## config.mk

```make
export PLATFORM = sky130hd
export DESIGN_NAME = gpio_setclr_port
export DESIGN_NICKNAME = d
export VERILOG_FILES = /design/src/rtl/gpio_setclr_port.sv
export SDC_FILE = /design/constraint.sdc
export NUM_CORES = 1
export LEC_CHECK = 0
export BUFFER_PORTS_ARGS = -buffer_cell sky130_fd_sc_hd__buf_2
export CAP_MARGIN = 25
export CORE_MARGIN = 2
export CORE_UTILIZATION = 35
export CTS_BUF_LIST = sky130_fd_sc_hd__clkbuf_16
export CTS_CLUSTER_SIZE = 20
export DETAILED_ROUTE_END_ITERATION = 10
export GPL_TIMING_DRIVEN = 0
export PLACE_DENSITY = 0.63
export SYNTH_ARGS = -nofsm -noshare
export SYNTH_HDL_FRONTEND = slang
export SYNTH_SLANG_ARGS = --single-unit
```

## constraint.sdc

```tcl
create_clock -name clk -period 1.3 [get_ports clk]
set_input_delay 0.26 -clock clk [delete_from_list [all_inputs] [get_ports clk]]
set_output_delay 0.26 -clock clk [all_outputs]
set_load 0.01 [all_outputs]
```

## src/rtl/gpio_setclr_port.sv

```systemverilog
module gpio_setclr_port #(
  parameter int NPINS       = 32,
  parameter int DW          = 32,
  parameter int AW          = 12,
  parameter int SYNC_STAGES = 2,
  parameter logic [AW-1:0] MODE_OFS = 12'h100,
  parameter logic [AW-1:0] OSET_OFS = 12'h108,
  parameter logic [AW-1:0] OCLR_OFS = 12'h10C,
  parameter logic [AW-1:0] PIN_OFS  = 12'h110
) (
  input  logic             clk,
  input  logic             rst_n,
  input  logic             bus_wr,
  input  logic             bus_rd,
  input  logic [AW-1:0]    bus_addr,
  input  logic [DW-1:0]    bus_wdata,
  output logic [DW-1:0]    rd_data,
  output logic             rd_valid,
  input  logic [NPINS-1:0] pin_in,
  output logic [NPINS-1:0] pin_oe,
  output logic [NPINS-1:0] pin_out
);

  logic [NPINS-1:0] mode_q, latch_q, ien_q;
  logic [NPINS-1:0] sync_q [SYNC_STAGES];
  logic [DW-1:0]    rd_word;

  wire [NPINS-1:0] wmask  = bus_wdata[NPINS-1:0];
  wire             wr_mode = bus_wr && (bus_addr == MODE_OFS);
  wire             wr_set  = bus_wr && (bus_addr == OSET_OFS);
  wire             wr_clr  = bus_wr && (bus_addr == OCLR_OFS);
  wire             wr_pin  = bus_wr && (bus_addr == PIN_OFS);
  wire [NPINS-1:0] pin_lvl = sync_q[SYNC_STAGES-1] & ien_q;

  assign pin_oe  = mode_q;
  assign pin_out = latch_q;

  always_ff @(posedge clk or negedge rst_n) begin
    if (!rst_n) begin
      mode_q  <= '0;
      latch_q <= '0;
      ien_q   <= '1;
    end else begin
      if (wr_mode)              mode_q <= mode_q & ~wmask;
      else if (wr_set || wr_clr) mode_q <= mode_q | wmask;
      if (wr_set)      latch_q <= latch_q | wmask;
      else if (wr_clr) latch_q <= latch_q & ~wmask;
      if (wr_pin) ien_q <= wmask;
    end
  end

  always_ff @(posedge clk or negedge rst_n) begin
    if (!rst_n) begin
      for (int i = 0; i < SYNC_STAGES; i++) sync_q[i] <= '0;
    end else begin
      sync_q[0] <= pin_in;
      for (int i = 1; i < SYNC_STAGES; i++) sync_q[i] <= sync_q[i-1];
    end
  end

  always_comb begin
    rd_word = '0;
    case (bus_addr)
      MODE_OFS: rd_word[NPINS-1:0] = mode_q;
      OSET_OFS: rd_word[NPINS-1:0] = latch_q;
      PIN_OFS:  rd_word[NPINS-1:0] = pin_lvl;
      default:  rd_word = '0;
    endcase
  end

  always_ff @(posedge clk or negedge rst_n) begin
    if (!rst_n) begin
      rd_data  <= '0;
      rd_valid <= 1'b0;
    end else begin
      rd_valid <= bus_rd;
      if (bus_rd) rd_data <= rd_word;
    end
  end

endmodule


```

==> metrics.cfg, run 1 <==
[outcome]
violations = negative hold slack, negative setup slack
status = finished, violations left

[floorplan]
row_count = 53
die_w_um = 148.9
die_area_sq_mm = 0.02218
io_pins = 177
start_util_pct = 35.31
coreArea_sq_mm = 0.02082
fp.dieH_um = 148.9

[logic_synthesis]
ys_seq_area_share_pct = 66.24
syn_nets = 646
ys_ff_latch = 193
ys_types = 29
syn_area_per_cell_sq_um = 12.99
syn_inst = 566
yosys_warnings = 0
syn_area_sq_mm = 0.007352

[timing]
skew_ns = 0.007317
whs_ns = -0.1945
finalCritPeriodShare_pct = 131.1
rsz0062_at_grt = true
tightest_slew_ns = 0.6626
finalSetupTns_ns = -37.72
setup_viol = 128
period_needed_ns = 1.704
drv_slew = 0
timing.slew.headroom_pct = 55.83
fin_ws_ns = -0.4038
hold_viol_final = 69
fmax_mhz = 586.9

[clock_tree]
cts-root-buf = clkbuf_16
cts-htree-levels = 4
cts_buffer_depth = 2
cts_made_buffers = 17
cts_tree = yes
hold_buffers = 32
clock_sinks = 193
clk_pin_slew_ns = 0.07
worstSkewPairLatency_ns = 0.42

[critical_path]
cp_slowest_cell = or4_4
critPathArrivalTime_ns = 1.98
crit_path_end_kind = register
required_ns = 1.58
crit_fanout = 5
crit_start = bus_addr[0]
worstPathCellList = buf_6 -> or4_4 -> nor4_4 -> buf_6 -> buf_12 -> buf_8 -> nand4_1 -> mux2i_1
r2r_cells = 3
slowest_delay_ns = 0.56
critical_path_class = input port to register
startpoint_type = input port
crit_top_cell = buf_6
rrSetupSlack_ns = 0.24
timing.rr.end = rd_data[26]$_DFFE_PN0P_

[final_layout]
multi_input_area_sq_mm = 0.002108
nets = 889
drive_gt1_share_pct = 38.44
seq_area_sq_mm = 0.004870
filler_cell_count = 1931
antenna_cells = 0
area_growth_pct = 35.09

[grt]
grt_pass1_vias = 5739
antenna_found_initial = 1
grt_max_degree = 112
grtUsageTotal_pct = 19.38
grt_pass1_wl_um = 32460
gr-total-overflow = 0

[routing]
drt_wl_total_um = 20900
via_count = 5430
post_drt_wl_per_cell_um = 19.06
drt_iter0_markers = 284
vias_per_cell = 4.950
drc = 0
ant_nets = 0
first_pass_iters = 4

[flow_run]
maxCapViolCount = 0

[pwr]
finalPower_uw = 12100
power.density_mw_per_mm2 = 1218
peakVddDrop_v = 0.0007187
p_leak_uw = 0.004897

[min_path]
worstHoldPathType = input port to async pin

[placed_design]
place_congestion = 0.7681
hpwl_um = 13300
io_buffers = 173
dp_slack_ns = -1.222

==> layout by cell type, fill, tap and decap left out, drive strengths merged <==
cell type	n
nand4	33
inv	70
nor4	2
buf	208
nor2b	32
clkbuf	40
dfrtp	161
dlygate4sd3	32
and3	1
nand3b	1
and4b	1
nand2	1
clkinv	2
mux2i	32
nand3	32
mux2	32
nor2	1
bufinv	3
or3b	1
or4	1
nand2b	1
nor3	1
a21oi	1
a22oi	32
or3	1
a221o	31
dfstp	32
clkinvlp	4
o21ai	33
==> repair_timing <==
action                     4_1_cts  5_1_grt
pin swaps                       11       20
resized for setup               39       20
setup buffers                   12        5
hold endpoints to repair       101       69
setup endpoints to repair      128      130
gates cloned                     2        1
==> worst min-delay path by stage <==
| stage | from | end | slack [ns] | cells past startpoint |
|---|---|---|---|---|
| after floorplan | rst_n | async pin | -0.04 | 0 |
| after global placement | sync_q[60]$_DFF_PN0_ | sync_q[28]$_DFF_PN0_ | 0.33 | 0 |
| after detailed placement | rst_n | sync_q[25]$_DFF_PN0_ | 0.30 | 1 |
| after CTS | rst_n | sync_q[25]$_DFF_PN0_ | -0.17 | 1 |
| after global routing | rst_n | sync_q[25]$_DFF_PN0_ | -0.15 | 1 |
| final | rst_n | sync_q[25]$_DFF_PN0_ | -0.19 | 1 |
==> logic make-up (layout without fill, tap and decap cells) <==
logic type / count (synthesis) / count (layout) / synth area share (%)
compound gates: 97 / 97 / 9.802
buf+inv: 103 / 359 / 5.599
flops: 193 / 193 / 66.24
mux: 64 / 64 / 9.258
simple gates: 109 / 109 / 9.105
==> metrics by stage <==
stage | instance area, sq um | utilization (%) | cells
after global routing | 9932 | 47.70 | 1097
after global placement | 8586 | 41.23 | 1014
final | 9932 | 47.70 | 1097
after floorplan | 7376 | - | 566
after CTS | 9823 | 47.18 | 1093
after detailed placement | 8623 | 41.41 | 1015
==> cell type report <==
cell class | count | share of cell area [%]
clock buffer | 17 | 4.283
timing repair buffer | 224 | 14.53
inverter | 64 | 2.419
tap | 275 | 3.464
clock inverter | 15 | 1.713
multi-input combinational | 270 | 21.23
sequential | 193 | 49.03
buffer | 39 | 3.338
==> synthesized netlist by cell type (all sizes together) <==
cell type | instances | area share (%)
a21oi | 1 | 0.068
a22oi | 32 | 3.3
and4b | 1 | 0.14
or3 | 1 | 0.085
nand2b | 1 | 0.085
dfstp | 32 | 11
dfrtp | 161 | 55
mux2 | 32 | 4.9
a221o | 31 | 4.2
buf | 17 | 1.2
inv | 64 | 3.3
nand4 | 33 | 2.8
or3b | 1 | 0.12
nor4 | 2 | 0.46
mux2i | 32 | 4.4
clkbuf | 22 | 1.1
nor2 | 1 | 0.051
and3 | 1 | 0.085
or4 | 1 | 0.15
nand3 | 32 | 2.2
o21ai | 33 | 2.2
nor2b | 32 | 2.7
nor3 | 1 | 0.068
nand3b | 1 | 0.10
nand2 | 1 | 0.051
==> worst max-delay path, delay by kind of cell <==
family | cells | cell delay, ns
buffers and inverters | 4 | 0.48
muxes | 1 | 0.19
and+or+nand+nor | 3 | 1.03
==> layer usage <==
layer	track usage (%)	wire, um	share of wire (%)
met2	31.94	10390	50
met4	5.143	265	1.3
met5	0	16	0.077
met3	4.618	937	4.5
met1	25.78	9289	44
==> power breakdown <==
group	leakage [uW]	switching, uW	internal, uW	total (uW)
sequential	0.00210	37.8	6130	6160
combinational	0.00251	378	215	594
clock	0.000288	2320	3020	5340
total	0.00490	2730	9360	12100
Note: power is estimated with default switching activity, not from simulation.
==> run 2, diff against run 1 <==
RECOVER_POWER = 25   (was default)
SKIP_CTS_REPAIR_TIMING = 1   (was default)
==> run 2 against run 1 <==
Compared with the run above:
- the flow finishes with violations (negative setup slack)
- clock power barely moved
- power down 0.22%
- register-to-register slack is essentially flat
- fmax decreased by 2.2%
- wire length decreased by 1.0%
- cell count down 0.64%
- count of clock-buffer cells in the layout did not move
- sequential cell count is the same
- sequential share of layout area grew 0.52 points
==> metrics.cfg, run 2 (synthesis results as in run 1) <==
[routing]
ant_nets = 0  ; unchanged
drc = 0  ; unchanged
via_count = 5344  ; -1.6%
first_pass_iters = 4  ; unchanged
vias_per_cell = 4.903  ; -0.95%
drt_iter0_markers = 284  ; unchanged
drt_wl_total_um = 20690  ; -1.0%
post_drt_wl_per_cell_um = 18.98  ; -0.37%

[final_layout]
antenna_cells = 0  ; unchanged
area_growth_pct = 33.68
drive_gt1_share_pct = 37.67  ; -0.77 points
nets = 882  ; -0.79%
layout_common_cells = buf_2 (171), dfrtp_1 (161), inv_1 (67)
finalInstanceArea_sq_mm = 0.009828  ; -1.0%
layout_commonest_cell = buf_2

[grt]
gr-total-overflow = 0  ; unchanged
grt_pass1_vias = 5520  ; -3.8%
antenna_found_initial = 1  ; unchanged
grt_max_degree = 112  ; unchanged
grtUsageTotal_pct = 18.75  ; -0.63 points
grt_pass1_wl_um = 31350  ; -3.4%

[timing]
hold_viol_final = 0  ; -100%
skew_ns = 0.007472  ; +0.0001546 ns
drv_slew = 0  ; unchanged
rsz0062_at_grt = true
finalCritPeriodShare_pct = 134.1  ; +3.0 points
tightest_slew_ns = 1.174  ; +0.5110 ns
period_needed_ns = 1.743  ; +0.03908 ns
fin_ws_ns = -0.4429  ; -0.03908 ns
timing.slew.headroom_pct = 21.76  ; -34 points
whs_ns = 0.05612  ; +0.2506 ns
fmax_mhz = 573.8  ; -2.2%
setup_viol = 128  ; unchanged

[pwr]
power.density_mw_per_mm2 = 1228  ; +0.83%
p_leak_uw = 0.004838  ; -1.2%
peakVddDrop_v = 0.0007018  ; -2.4%

[clock_tree]
worstSkewPairLatency_ns = 0.42  ; about the same
clk_pin_slew_ns = 0.07  ; about the same
cts_made_buffers = 17  ; unchanged
cts_tree = yes
cts-htree-levels = 4  ; unchanged
cts-root-buf = clkbuf_16
clock_sinks = 193  ; unchanged
cts_buffer_depth = 2  ; unchanged

[floorplan]
fp.dieH_um = 148.9  ; unchanged
io_pins = 177  ; unchanged
coreArea_sq_mm = 0.02082  ; unchanged
die_area_sq_mm = 0.02218  ; unchanged
die_w_um = 148.9  ; unchanged
row_count = 53  ; unchanged
start_util_pct = 35.31  ; unchanged

[critical_path]
path_buf_inv = 4  ; unchanged
critPathTopFamily = simple AND/OR/NAND/NOR gates
critPathArrivalTime_ns = 2.02  ; +0.04 ns
startpoint_type = input port
cp_slowest_cell = or4_4
worstPathCellList = buf_6 -> or4_4 -> nor4_4 -> buf_6 -> buf_12 -> buf_12 -> nand4_1 -> mux2i_1
critical_path_class = input port to register
slowest_delay_ns = 0.58  ; +0.02 ns
required_ns = 1.58  ; about the same
crit_fanout = 5  ; unchanged
crit_path_end_kind = register

[placed_design]
hpwl_um = 13300  ; unchanged
place_area_sq_mm = 0.008623  ; unchanged
place_congestion = 0.7681  ; unchanged
io_buffers = 173  ; unchanged

[min_path]
worstHoldPathType = input port to register

[outcome]
violations = negative setup slack
status = finished, violations left

[flow_run]
maxCapViolCount = 0  ; unchanged

## run 2: path summary, 6_finish.rpt
check                           cells after the start                      end            startpoint  slack, ns
worst max-delay path                                8                 register           bus_addr[0]      -0.44
worst min-delay path                                2                 register          bus_wdata[5]       0.06
worst max register to register                      3  rd_data[26]$_DFFE_PN0P_              register       0.24
worst min register to register                      0     sync_q[22]$_DFF_PN0_  sync_q[54]$_DFF_PN0_       0.35
max in group asynchronous                           2    ien_q[15]$_DFFE_PN1P_                 rst_n       0.13
min in group asynchronous                           1     sync_q[25]$_DFF_PN0_                 rst_n       0.07
## run 2: final cells by class
type | count | area (sq um)
fill | 1941 | 10990
sequential | 193 | 4870
multi-input combinational | 270 | 2111
timing repair buffer | 217 | 1373
clock buffer | 17 | 425.4
tap | 275 | 344.1
buffer | 39 | 295.3
inverter | 64 | 240.2
clock inverter | 15 | 170.2
## run 2: report_power, final
| group | leakage, uW | switching, uW | internal [uW] |
|---|---|---|---|
| registers | 0.00210 | 38.0 | 6130 |
| logic | 0.00246 | 379 | 209 |
| clock network | 0.000288 | 2300 | 3020 |
## run 2: metal layers
| metal | up-vias | wire, um | GRT usage (%) |
|---|---|---|---|
| met5 | - | 16 | 0 |
| met4 | 2 | 143 | 5.000 |
| met3 | 12 | 1096 | 4.679 |
| met2 | 155 | 10380 | 30.65 |
| met1 | 2709 | 9058 | 25.02 |
| li1 | 2466 | - | - |
## run 2: metrics by stage
step / cells / TNS, ns / util [%] / setup WS (ns) / total power [uW]
CTS: 1047 / -60.14 / 44.27 / -0.7649 / 12160
global route: 1090 / -61.71 / 47.20 / -0.4665 / 12560
floorplan: 566 / -64.42 / - / -0.5408 / 6397
global placement: 1014 / -709.11 / 41.23 / -3.275 / 6775
detailed placement: 1015 / -119.62 / 41.41 / -1.222 / 6796
finish: 1090 / -44.26 / 47.20 / -0.4429 / 12070
==> run 3, diff against run 2 <==
CORE_MARGIN = default   (was 2)
==> run 3 against run 2 <==
Compared with the run above:
- the flow still finishes with violations (negative setup slack)
- core utilization increased by 1.2 points
- cell count is the same
- die area shrank 2.7%
==> metrics.cfg, run 3 (synthesis results as in run 1) <==
[outcome]
status = finished, violations left
violations = negative setup slack

[critical_path]
r2r_cells = 3  ; unchanged
crit_start = bus_addr[1]
critical_path_class = input port to register
timing.rr.end = rd_data[27]$_DFFE_PN0P_
crit_fanout = 10  ; +5
required_ns = 1.66  ; +0.08 ns
crit_path_end_kind = register
rrSetupSlack_ns = 0.27  ; +0.03 ns
startpoint_type = input port
critPathArrivalTime_ns = 2.10  ; +0.08 ns
critPathCapture = rd_data[24]$_DFFE_PN0P_

[clock_tree]
cts-htree-levels = 4  ; unchanged
cts_made_buffers = 17  ; unchanged
cts_buffer_depth = 2  ; unchanged
clock_sinks = 193  ; unchanged
cts-root-buf = clkbuf_16
worstSkewPairLatency_ns = 0.43  ; about the same
clk_pin_slew_ns = 0.07  ; about the same
cts_tree = yes

[placed_design]
io_buffers = 173  ; unchanged
place_congestion = 0.7536  ; -1.9%
hpwl_um = 13130  ; -1.3%
place_area_sq_mm = 0.008617  ; about the same

[floorplan]
row_count = 52  ; -1.9%
io_pins = 177  ; unchanged
fp.dieH_um = 146.9  ; -1.3%
coreArea_sq_mm = 0.02043  ; -1.9%
die_w_um = 146.9  ; -1.3%
die_area_sq_mm = 0.02159  ; -2.7%
start_util_pct = 35.99  ; +0.68 points

[final_layout]
drive_gt1_share_pct = 38.05  ; +0.38 points
antenna_cells = 0  ; unchanged
final_util_pct = 48.39  ; +1.2 points
finalInstanceArea_sq_mm = 0.009886  ; +0.59%
nets = 888  ; +0.68%
layout_commonest_cell = buf_2
area_growth_pct = 34.46
layout_common_cells = buf_2 (170), dfrtp_1 (161), inv_1 (64)

[timing]
timing.slew.headroom_pct = 12.46  ; -9.3 points
skew_ns = 0.01017  ; +0.002698 ns
setup_viol = 128  ; unchanged
drv_slew = 0  ; unchanged
finalSetupTns_ns = -46.93  ; -2.676 ns
rsz0062_at_grt = true
fin_ws_ns = -0.4380  ; +0.004888 ns
tightest_slew_ns = 1.313  ; +0.1395 ns
finalCritPeriodShare_pct = 133.7  ; -0.38 points
hold_viol_final = 0  ; unchanged
whs_ns = 0.04546  ; -0.01066 ns
period_needed_ns = 1.738  ; -0.004888 ns
fmax_mhz = 575.4  ; +0.28%

[routing]
first_pass_iters = 4  ; unchanged
post_drt_wl_per_cell_um = 18.81  ; -0.93%
drt_wl_total_um = 20500  ; -0.93%
drt_iter0_markers = 280  ; -1.4%
vias_per_cell = 4.974  ; +1.5%
drc = 0  ; unchanged
via_count = 5422  ; +1.5%
ant_nets = 0  ; unchanged

[pwr]
power.density_mw_per_mm2 = 1200  ; -2.3%
peakVddDrop_v = 0.0007078  ; +0.86%
p_leak_uw = 0.004874  ; +0.74%

[min_path]
worstHoldPathType = input port to register
holdPathStages = 2  ; unchanged

[grt]
grtUsageTotal_pct = 19.13  ; +0.38 points
grt_pass1_vias = 5428  ; -1.7%
gr-total-overflow = 0  ; unchanged
grt_pass1_wl_um = 30970  ; -1.2%
grt_max_degree = 102  ; -8.9%
antenna_found_initial = 1  ; unchanged

[flow_run]
maxCapViolCount = 0  ; unchanged

[run 3: changes by cell type in the layout (fill, tap and decap cells not counted), sizes merged]
| cell | previous run | this run |
|---|---|---|
| clkbuf | 43 | 41 |
| buf | 198 | 206 |
| bufinv | 3 | 2 |
| clkinvlp | 4 | 3 |
| clkinv | 2 | 7 |
| inv | 70 | 66 |
[run 3: routing by layer]
metal,vias up,wire length (um),global-route usage (%)
met1,2740,9052,25.41
met3,22,1270,5.714
met4,2,251,5.464
li1,2482,-,-
met2,176,9912,30.36
met5,-,13,0
[run 3: worst min path at each step]
| stage | start | end | slack [ns] |
|---|---|---|---|
| final | bus_wdata[30] | register | 0.05 |
| after global routing | bus_wdata[24] | register | 0.03 |
| after CTS | rst_n | sync_q[35]$_DFF_PN0_ | -0.13 |
| after detailed placement | rst_n | sync_q[35]$_DFF_PN0_ | 0.33 |
| after global placement | sync_q[38]$_DFF_PN0_ | sync_q[6]$_DFF_PN0_ | 0.33 |
| after floorplan | rst_n | async pin | -0.04 |
[run 3: metrics by stage]
stage | worst slack [ns] | std cells | power, uW
detailed placement | -1.150 | 1010 | 6797
finish | -0.4380 | 1090 | 11870
global placement | -3.308 | 1009 | 6779
floorplan | -0.5408 | 566 | 6397
CTS | -0.6936 | 1041 | 11940
global route | -0.5043 | 1090 | 12310
[run 3: cell type report]
| class | count | area (sq um) |
|---|---|---|
| Buffer | 39 | 351.6 |
| Inverter | 64 | 240.2 |
| Sequential cell | 193 | 4870 |
| Multi-Input combinational cell | 270 | 2107 |
| Timing Repair Buffer | 223 | 1415 |
| Fill cell | 1866 | 10540 |
| Clock buffer | 17 | 425.4 |
| Tap cell | 270 | 337.8 |
| Clock inverter | 14 | 138.9 |
[run 3: worst max-delay path, cell delays in order]
cell     delay, ns
buf_6         0.09
or4_4         0.56
nor4_4        0.37
buf_6         0.17
and4b_1       0.21
buf_6         0.14
buf_12        0.14
a221o_1       0.16
[run 3: power by group]
group          switching, uW  internal, uW  total (uW)
Combinational            382           214         596
Clock                   2290          2810        5110
Sequential              37.2          6130        6160
